## src/rtl/trig_route_pkg.sv

```systemverilog
package trig_route_pkg;

  typedef enum logic [1:0] {
    EM_LEVEL = 2'b00,
    EM_RISE  = 2'b01,
    EM_FALL  = 2'b10,
    EM_BOTH  = 2'b11
  } edge_mode_e;

  // combiner input type that selects the level/edge detector
  localparam logic [1:0] TYPE_DET = 2'b01;

  // register kinds on the configuration port
  localparam logic [1:0] KIND_DET  = 2'd0;
  localparam logic [1:0] KIND_COMB = 2'd1;
  localparam logic [1:0] KIND_ARM  = 2'd2;

endpackage

```

## src/rtl/trig_sync.sv

```systemverilog
module trig_sync #(
  parameter int W = 40
) (
  input  logic         clk,
  input  logic         rst,
  input  logic [W-1:0] d,
  output logic [W-1:0] q
);
  logic [W-1:0] meta;

  always_ff @(posedge clk) begin
    if (rst) begin
      meta <= '0;
      q    <= '0;
    end else begin
      meta <= d;
      q    <= meta;
    end
  end
endmodule

```

## src/rtl/trig_line.sv

```systemverilog
module trig_line
  import trig_route_pkg::*;
#(
  parameter int NUM_PINS = 40,
  parameter int SEL_W    = 6,
  parameter int LINE_IDX = 0,
  parameter int LIM_PINS = 8
) (
  input  logic                clk,
  input  logic                rst,
  input  logic                we,
  input  logic [SEL_W+1:0]    wdata,
  input  logic [NUM_PINS-1:0] pins,
  output logic                det_q
);
  localparam int              PAD      = 1 << SEL_W;
  localparam logic [SEL_W-1:0] OFF_CODE = '1;
  localparam logic [SEL_W:0]  NP       = (SEL_W+1)'(NUM_PINS);
  localparam logic [SEL_W:0]  LP       = (SEL_W+1)'(LIM_PINS);

  logic [SEL_W-1:0] sel_q;
  edge_mode_e       mode_q;
  logic             prev_q;
  logic [PAD-1:0]   padded;
  logic             range_ok;
  logic             lim_ok;
  logic             src;
  logic             det_d;

  always_ff @(posedge clk) begin
    if (rst) begin
      sel_q  <= OFF_CODE;
      mode_q <= EM_LEVEL;
    end else if (we) begin
      sel_q  <= wdata[SEL_W-1:0];
      mode_q <= edge_mode_e'(wdata[SEL_W+1:SEL_W]);
    end
  end

  // line 0 routes every pin, the others only the low subset
  generate
    if (LINE_IDX == 0) begin : g_full
      assign lim_ok = 1'b1;
    end else begin : g_limited
      assign lim_ok = ({1'b0, sel_q} < LP);
    end
  endgenerate

  always_comb begin
    padded = '0;
    padded[NUM_PINS-1:0] = pins;
    range_ok = (sel_q != OFF_CODE) && ({1'b0, sel_q} < NP);
    src = range_ok && lim_ok && padded[sel_q];
    unique case (mode_q)
      EM_LEVEL: det_d = src;
      EM_RISE:  det_d = src & ~prev_q;
      EM_FALL:  det_d = ~src & prev_q;
      EM_BOTH:  det_d = src ^ prev_q;
      default:  det_d = 1'b0;
    endcase
  end

  always_ff @(posedge clk) begin
    if (rst) begin
      prev_q <= 1'b0;
      det_q  <= 1'b0;
    end else begin
      prev_q <= src;
      det_q  <= det_d;
    end
  end

  AST_UNROUTED_LOW: assert property (@(posedge clk) disable iff (rst) ((sel_q == OFF_CODE || {1'b0, sel_q} >= NP) && $stable(sel_q)) |=> !det_q);
  AST_RISE_SINGLE: assert property (@(posedge clk) disable iff (rst) (mode_q == EM_RISE && det_q) |=> !det_q);

  generate
    if (LINE_IDX != 0) begin : g_lim_chk
      AST_RESTRICTED_LOW: assert property (@(posedge clk) disable iff (rst) ({1'b0, sel_q} >= LP && $stable(sel_q)) |=> !det_q);
    end
  endgenerate
endmodule

```

## src/rtl/trig_comb.sv

```systemverilog
module trig_comb
  import trig_route_pkg::*;
(
  input  logic       clk,
  input  logic       rst,
  input  logic       we,
  input  logic [7:0] wdata,
  input  logic       a_in,
  input  logic       b_in,
  output logic       trig_q
);
  logic [3:0] func_q;
  logic [1:0] type_a_q;
  logic [1:0] type_b_q;
  logic       a_eff;
  logic       b_eff;

  always_ff @(posedge clk) begin
    if (rst) begin
      func_q   <= '0;
      type_a_q <= '0;
      type_b_q <= '0;
    end else if (we) begin
      func_q   <= wdata[7:4];
      type_b_q <= wdata[3:2];
      type_a_q <= wdata[1:0];
    end
  end

  assign a_eff = (type_a_q == TYPE_DET) && a_in;
  assign b_eff = (type_b_q == TYPE_DET) && b_in;

  always_ff @(posedge clk) begin
    if (rst) trig_q <= 1'b0;
    else     trig_q <= func_q[{a_eff, b_eff}];
  end

  AST_COMB_PASS_A: assert property (@(posedge clk) disable iff (rst) (func_q == 4'b1100 && type_a_q == TYPE_DET) |=> (trig_q == $past(a_in)));
  AST_TYPES_OFF: assert property (@(posedge clk) disable iff (rst) (type_a_q != TYPE_DET && type_b_q != TYPE_DET) |=> (trig_q == $past(func_q[0])));
endmodule

```

## src/rtl/trig_arm.sv

```systemverilog
module trig_arm #(
  parameter int NUM_LINES = 8,
  parameter int SEL_W     = 3
) (
  input  logic                 clk,
  input  logic                 rst,
  input  logic                 we,
  input  logic [SEL_W:0]       wdata,
  input  logic [NUM_LINES-1:0] lines,
  output logic                 arm_q
);
  localparam int PAD = 1 << SEL_W;

  logic             en_q;
  logic [SEL_W-1:0] sel_q;
  logic [PAD-1:0]   padded;

  always_ff @(posedge clk) begin
    if (rst) begin
      en_q  <= 1'b0;
      sel_q <= '0;
    end else if (we) begin
      en_q  <= wdata[SEL_W];
      sel_q <= wdata[SEL_W-1:0];
    end
  end

  always_comb begin
    padded = '0;
    padded[NUM_LINES-1:0] = lines;
  end

  always_ff @(posedge clk) begin
    if (rst) arm_q <= 1'b0;
    else     arm_q <= en_q && padded[sel_q];
  end

  AST_ARM_OFF: assert property (@(posedge clk) disable iff (rst) !en_q |=> !arm_q);
  AST_ARM_FOLLOW: assert property (@(posedge clk) disable iff (rst) en_q |=> (arm_q == $past(padded[sel_q])));
endmodule

```

## src/rtl/trig_route.sv

```systemverilog
module trig_route
  import trig_route_pkg::*;
#(
  parameter int NUM_PINS  = 40,
  parameter int NUM_LINES = 8,
  parameter int LIM_PINS  = 8,
  parameter int SEL_W     = 6,
  localparam int LINE_W   = $clog2(NUM_LINES),
  localparam int DATA_W   = SEL_W + 2
) (
  input  logic                 clk,
  input  logic                 rst,
  input  logic [NUM_PINS-1:0]  pins_in,
  input  logic                 cfg_we,
  input  logic [1:0]           cfg_kind,
  input  logic [LINE_W-1:0]    cfg_line,
  input  logic [DATA_W-1:0]    cfg_wdata,
  output logic [NUM_LINES-1:0] trig_out,
  output logic                 arm_out
);
  logic [NUM_PINS-1:0]  pins_s;
  logic [NUM_LINES-1:0] det;

  trig_sync #(.W(NUM_PINS)) u_sync (
    .clk (clk),
    .rst (rst),
    .d   (pins_in),
    .q   (pins_s)
  );

  generate
    for (genvar i = 0; i < NUM_LINES; i++) begin : g_line
      localparam int NXT = (i + 1) % NUM_LINES;
      logic hit;
      assign hit = cfg_we && (cfg_line == LINE_W'(i));

      trig_line #(
        .NUM_PINS (NUM_PINS),
        .SEL_W    (SEL_W),
        .LINE_IDX (i),
        .LIM_PINS (LIM_PINS)
      ) u_det (
        .clk   (clk),
        .rst   (rst),
        .we    (hit && cfg_kind == KIND_DET),
        .wdata (cfg_wdata),
        .pins  (pins_s),
        .det_q (det[i])
      );

      trig_comb u_comb (
        .clk    (clk),
        .rst    (rst),
        .we     (hit && cfg_kind == KIND_COMB),
        .wdata  (cfg_wdata[7:0]),
        .a_in   (det[i]),
        .b_in   (det[NXT]),
        .trig_q (trig_out[i])
      );
    end
  endgenerate

  trig_arm #(
    .NUM_LINES (NUM_LINES),
    .SEL_W     (LINE_W)
  ) u_arm (
    .clk   (clk),
    .rst   (rst),
    .we    (cfg_we && cfg_kind == KIND_ARM),
    .wdata (cfg_wdata[LINE_W:0]),
    .lines (trig_out),
    .arm_q (arm_out)
  );

  AST_RESET_QUIET: assert property (@(posedge clk) rst |=> (trig_out == '0 && !arm_out));
endmodule

```

## config.mk

```make
export PLATFORM = sky130hd
export DESIGN_NAME = trig_route
export DESIGN_NICKNAME = d
export VERILOG_FILES = /design/src/rtl/trig_route_pkg.sv /design/src/rtl/trig_sync.sv /design/src/rtl/trig_line.sv /design/src/rtl/trig_comb.sv /design/src/rtl/trig_arm.sv /design/src/rtl/trig_route.sv
export SDC_FILE = /design/constraint.sdc
export NUM_CORES = 1
export LEC_CHECK = 0
export BUFFER_PORTS_ARGS = -buffer_cell sky130_fd_sc_hd__buf_2
export CORE_AREA = 2 2 136 138
export DETAILED_ROUTE_END_ITERATION = 7
export DIE_AREA = 0 0 138 140
export PLACE_DENSITY = 0.68
export SLEW_MARGIN = 20
export SYNTH_ARGS = -nofsm -noshare
export SYNTH_HDL_FRONTEND = slang
export SYNTH_SLANG_ARGS = --single-unit
```

## constraint.sdc

```tcl
create_clock -name clk -period 5.1 [get_ports clk]
set_input_delay 1.02 -clock clk [delete_from_list [all_inputs] [get_ports clk]]
set_output_delay 1.02 -clock clk [all_outputs]
set_load 0.02 [all_outputs]
```

==> impl_metrics.ini, run 1 <==
[timing]
skew_ns = 0.00936
period_needed_ns = 3.19
setup_viol = 0
slew_headroom_pct = 37.3
worst_pin_slew_ns = 0.941
tns_ns = 0
rsz0062_at_grt = false
finalCritPeriodShare_pct = 62.6
finalHoldViolCount = 0
finalMaxSlewViolations = 0
fmax_mhz = 313

[yosys]
synth-edff-count = 0
synth_area_um2 = 9330
synthArstFlopShare_pct = 0
synth.distinct_cells = 42
seq_area_frac_synth_pct = 50.9
synth.top_cell.area_share_pct = 50.9
syn-instance-count = 911
yosys_warnings = 0
netlist_top_cells_area = dfxtp_1 51%, mux2i_1 7.3%, nor2b_1 7.0%
yosys.area.top_type = dfxtp_1
synth_seq_cells = 237
syn_avg_cell_area_um2 = 10.2
synth_nets = 983
synth_flop_cell = dfxtp_1

[run]
max_cap_viol_count = 0

[critical_path]
worstSetupPathType = reg2reg
rr_worst_depth = 9
critPathMaxFanout = 12
crit_slowest_cell = dfxtp_1
worstPathCellList = mux4_1 > mux2_2 > a311o_1 > a221oi_2 > ha_1 > nand2_1 > o21ai_0 > a211o_1 > a21oi_2
critPathArrivalTime_ns = 3.64
worstSetupStartpointType = register
cpLargestDelayFamily = compound AO/OA/AOI/OAI gates
r2r_start = g_line[0].u_det.sel_q[0]
critPathBufInv = 0
rrSetupSlack_ns = 1.91
cpPeakStageDelay_ns = 0.64
cp-end-kind = register
worst_ep_required_time_ns = 5.55
r2r_end = g_line[0].u_det.det_q

[detailed_routing]
firstDrtPassIters = 5
drtIter0Drc = 469
routed_wl_mm = 18.8
dr_wl_met2_mm = 8.72
via_per_inst = 5.35
top_layer = met4
route.vias.total = 6376
drt-met1-wl_mm = 8.66
drtAntennaViolNets = 0
drc = 0
dr_wl_met3_um = 971
routedWlPerCell_um = 15.7

[cts]
clockRootBuffer = clkbuf_16
hold_buffers = 0
cts_tree = built
cts_setup_buffers = 0
clock_path_buffers = 3
htreeDepth = 1
clk_latency_ns = 0.51
cts_sinks = 237
path_clk_slew_ns = 0.06
cts_buffers = 25
cts_resized = 0

[final_layout]
multiInputGateArea_um2 = 4230
final_nets = 1018
fill_cells = 1500
antennaDiodeCount = 0
fin_area_um2 = 10600
stdcell_count = 1192
seqCellArea_um2 = 4740
drive_gt1_share_pct = 15.4
areaGrowthSynthToFinish_pct = 13.7

[floorplanning]
core.rowCount = 49
initial_core_util_pct = 52.5
core_um2 = 17800
ios = 65
dieArea_um2 = 19300
die_width_um = 138
die_h_um = 140

[pwr]
power_w = 0.00398
p_leak_nw = 4.30
irDropWorstVdd_v = 0.000246
powerDensity_nw_per_um2 = 375

[hold_path]
hold_class = reg2reg
hold_start = u_sync.meta[0]
hold_end = u_sync.q[0]
hold_depth = 1

[placed_design]
gp_congestion = 0.769
io_buffers = 64
placed_cells = 1148
place_hpwl_mm = 11.3
placed_cell_area_um2 = 9720

[global_route]
grt_pass1_vias = 6158
grt_pass1_wl_mm = 31.1
overflow = 0
grt_util_all_layers_pct = 19.4
antenna_found_initial = 0
grt_max_degree = 159

[outcome]
outcome = completed
==> worst max path at each step <==
stage	start	end	slack, ns	cells past startpoint
floorplan	g_line[0].u_det.sel_q[0]	g_line[0].u_det.det_q	2.46	9
global placement	cfg_kind[1]	g_line[3].u_det.sel_q[3]	2.06	6
detailed placement	g_line[0].u_det.sel_q[0]	g_line[0].u_det.det_q	1.92	9
CTS	g_line[0].u_det.sel_q[0]	g_line[0].u_det.det_q	1.90	9
global route	g_line[0].u_det.sel_q[0]	g_line[0].u_det.det_q	1.69	9
finish	g_line[0].u_det.sel_q[0]	g_line[0].u_det.det_q	1.91	9
==> cell usage in the layout (no fill, tap or decap), drive strengths merged, types with 2 or more instances in the layout <==
cell,instances
inv,20
clkbuf,36
or4,7
nand3b,35
mux2i,68
nor2b,104
nor3b,2
nor3,4
dfxtp,237
nand2,97
a221oi,2
nor2,75
o21ai,6
buf,70
nand2b,3
and3,18
ha,16
a211o,31
clkinv,3
a211oi,14
nand3,32
a21oi,37
mux4,30
bufinv,4
==> cells in the mapped netlist, drive strengths merged (3+ instances only) <==
| cell type | n |
|---|---|
| a21oi | 37 |
| o21ai | 6 |
| buf | 21 |
| nand3b | 35 |
| nand2b | 3 |
| dfxtp | 237 |
| and3 | 18 |
| mux2i | 68 |
| or4 | 7 |
| a211o | 31 |
| nor2b | 104 |
| mux4 | 30 |
| ha | 16 |
| nand2 | 97 |
| nor3 | 4 |
| nor2 | 75 |
| inv | 19 |
| clkbuf | 42 |
| nand3 | 32 |
| a211oi | 14 |
==> where the power goes <==
part | internal [W] | total (W) | switching, W
Clock | 0.00119 | 0.00190 | 0.000711
Combinational | 0.0000691 | 0.000164 | 0.0000952
Sequential | 0.00189 | 0.00191 | 0.0000222
Total | 0.00315 | 0.00398 | 0.000829
==> logic make-up after synthesis <==
| kind of cell | share of synthesized area [%] |
|---|---|
| and+or+nand+nor | 21.4 |
| DFF | 50.9 |
| adders and majority gates | 2.15 |
| muxes | 14.7 |
| buffers and inverters | 3.88 |
| AOI/OAI and AO/OA | 7.00 |
==> sequential cells by signal, summed over array words and instances, names as in the netlist, 3 cells and up <==
| name | flops |
|---|---|
| u_sync.q | 40 |
| g_line.u_comb.trig_q | 8 |
| g_line.u_det.mode_q | 16 |
| g_line.u_det.sel_q | 48 |
| g_line.u_det.det_q | 8 |
| g_line.u_det.prev_q | 8 |
| u_sync.meta | 40 |
| g_line.u_comb.type_b_q | 16 |
| u_arm.sel_q | 3 |
| g_line.u_comb.func_q | 32 |
| g_line.u_comb.type_a_q | 16 |
==> layout make-up <==
| type | instances | area share [%] |
|---|---|---|
| Clock buffer | 35 | 6.82 |
| Clock inverter | 9 | 1.46 |
| Inverter | 19 | 0.672 |
| Multi-Input combinational cell | 592 | 39.9 |
| Sequential cell | 237 | 44.7 |
| Tap cell | 229 | 2.70 |
| Timing Repair Buffer | 71 | 3.72 |
==> per-layer routing <==
| layer | track usage, % | vias up |
|---|---|---|
| li1 | - | 3194 |
| met5 | 0 | - |
| met3 | 2.80 | 40 |
| met4 | 5.75 | 0 |
| met2 | 32.7 | 180 |
| met1 | 26.1 | 2962 |
==> stage by stage <==
stage          utilization (%)  hold WS (ns)  setup WS (ns)
5_1_grt                   59.6         0.454           1.69
3_3_place_gp              54.7         0.419           2.06
2_1_floorplan                -         0.414           2.46
6_report                  59.6         0.431           1.91
4_1_cts                   59.6         0.435           1.90
3_5_place_dp              54.7         0.420           1.92
==> worst register-to-register path, cell delays in order (launching register included) <==
cell and delay (ns):
dfxtp_1 0.64, mux4_1 0.61, mux2_2 0.27, a311o_1 0.37, a221oi_2 0.38, ha_1 0.32
nand2_1 0.06, o21ai_0 0.07, a211o_1 0.31, a21oi_2 0.10
No activity file was read; power rests on OpenSTA's default activity.
==> inputs of run 2 (changes only) <==
--- a/config.mk
+++ b/config.mk
@@ -9,7 +9,7 @@
 export CORE_AREA = 2 2 136 138
 export DETAILED_ROUTE_END_ITERATION = 7
 export DIE_AREA = 0 0 138 140
-export PLACE_DENSITY = 0.68
+export PLACE_DENSITY = 0.7
 export SLEW_MARGIN = 20
 export SYNTH_ARGS = -nofsm -noshare
 export SYNTH_HDL_FRONTEND = slang
==> constraint.sdc (replaced) <==
create_clock -name clk -period 2.59 [get_ports clk]
set_input_delay 0.518 -clock clk [delete_from_list [all_inputs] [get_ports clk]]
set_output_delay 0.518 -clock clk [all_outputs]
set_load 0.02 [all_outputs]
==> impl_metrics.ini, run 2 (synthesized netlist as in run 1, its figures left out) <==
[outcome]
outcome = finished with violations
violations = setup timing

[floorplanning]
core.rowCount = 49
die_h_um = 140
dieArea_um2 = 19300
core_um2 = 17800
ios = 65
initial_core_util_pct = 52.5
die_width_um = 138

[cts]
hold_buffers = 0
path_clk_slew_ns = 0.06
clk_latency_ns = 0.51
cts_sinks = 237
clockRootBuffer = clkbuf_16
cts_tree = built
clock_path_buffers = 3
cts_buffers = 25
htreeDepth = 1

[timing]
rsz0062_at_grt = true
fmax_mhz = 381
finalMaxSlewViolations = 0
finalHoldViolCount = 0
skew_ns = 0.00692
period_needed_ns = 2.62
slew_headroom_pct = 51.3
setup_slack_ns = -0.0322
holdWs_ns = 0.220
setup_viol = 1
worst_pin_slew_ns = 0.729
tns_ns = -0.0322
finalCritPeriodShare_pct = 101

[detailed_routing]
via_per_inst = 5.27
drtIter0Drc = 543
routed_wl_mm = 18.4
route.vias.total = 6385
routedWlPerCell_um = 15.2
drtAntennaViolNets = 0
firstDrtPassIters = 4
drc = 0

[critical_path]
worstSetupPathType = reg2reg
startpoint = g_line[0].u_det.sel_q[0]
worst_ep_required_time_ns = 3.04
critPathMaxFanout = 5
cp-end-kind = register
r2r_start = g_line[0].u_det.sel_q[0]
critPathArrivalTime_ns = 3.07
worstSetupStartpointType = register

[final_layout]
final_nets = 1042
antennaDiodeCount = 0
largest_reg_flops = 48
reg_top3 = g_line.u_det.sel_q (48), u_sync.meta (40), u_sync.q (40)
final_common_cell = dfxtp_1
fill_cells = 1469
multiInputGateArea_um2 = 4220
regMostFlops = g_line.u_det.sel_q
drive_gt1_share_pct = 17.4
areaGrowthSynthToFinish_pct = 14.9
layout_common_cells = 236 x dfxtp_1, 104 x nor2b_1, 97 x nand2_1
seqCellArea_um2 = 4750

[hold_path]
hold_class = in2reg
hold_start = pins_in[33]

[global_route]
grt_pass1_wl_mm = 30.4
grt_max_degree = 93
antenna_found_initial = 0
grt_util_all_layers_pct = 18.9
grt_pass1_vias = 6027
overflow = 0

[pwr]
irDropWorstVdd_v = 0.000453
powerDensity_nw_per_um2 = 706
p_leak_nw = 4.37

[placed_design]
gp_congestion = 0.800
place_hpwl_mm = 11.6
io_buffers = 64

[run]
max_cap_viol_count = 0
run 2: cell count changes in the layout (fill, tap and decap cells not counted), sizes merged:
cell	change
clkbuf	-2
buf	+25
clkinv	+1
bufinv	-2
clkinvlp	-1
inv	-1
run 2: final cells by class:
class / instances / share of cell area, %
multi-input combinational: 592 / 39.4
tap: 229 / 2.67
clock inverter: 6 / 0.782
clock buffer: 34 / 6.71
inverter: 19 / 0.666
timing repair buffer: 95 / 5.49
sequential: 237 / 44.3
run 2: path summary, 6_finish.rpt:
check / to / slack [ns] / cells after the start
setup / recovery: g_line[0].u_det.det_q / -0.03 / 11
hold / removal: u_sync.meta[33] / 0.22 / 2
setup reg to reg: g_line[0].u_det.det_q / -0.03 / 11
hold reg to reg: u_sync.q[26] / 0.43 / 1
run 2: per-stage QoR:
| stage | utilization [%] | instance area [µm²] | std cells | worst slack (ns) | total power [W] |
|---|---|---|---|---|---|
| 6_report | 60.3 | 10700 | 1212 | -0.0322 | 0.00757 |
| 3_5_place_dp | 55.7 | 9900 | 1171 | -0.161 | 0.00418 |
| 2_1_floorplan | - | 9330 | 911 | 0.0201 | 0.00405 |
| 5_1_grt | 60.3 | 10700 | 1212 | -0.178 | 0.00783 |
| 3_3_place_gp | 55.7 | 9900 | 1171 | -0.119 | 0.00418 |
| 4_1_cts | 60.3 | 10700 | 1212 | -0.0774 | 0.00764 |
run 2: routing by layer:
layer	track usage, %	wire [µm]
met5	0	0
met3	2.91	933
met2	32.7	8940
met1	25.0	8320
met4	4.78	255
run 2: where the power goes:
part           switching [W]  total (W)  internal [W]
logic               0.000199   0.000348      0.000149
clock network        0.00135    0.00347       0.00212
registers          0.0000304    0.00376       0.00373
total                0.00158    0.00757       0.00599
run 2: worst max-delay path: stages (launching register included):
cell and delay (ns):
dfxtp_4 0.40, buf_12 0.11, mux4_2 0.50, mux2i_2 0.20
nor4_1 0.07, a311o_1 0.29, a221oi_2 0.24, ha_1 0.29
nand2_1 0.06, o21ai_1 0.05, a211o_1 0.26, a21oi_2 0.09
run 2: repair_timing:
| action | CTS | global route |
|---|---|---|
| buffers inserted | 1 | 0 |
| resized for setup | 4 | 2 |
| hold endpoints to repair | 0 | 0 |
| pin swaps | 2 | 1 |
| endpoints found under the setup margin | 1 | 1 |
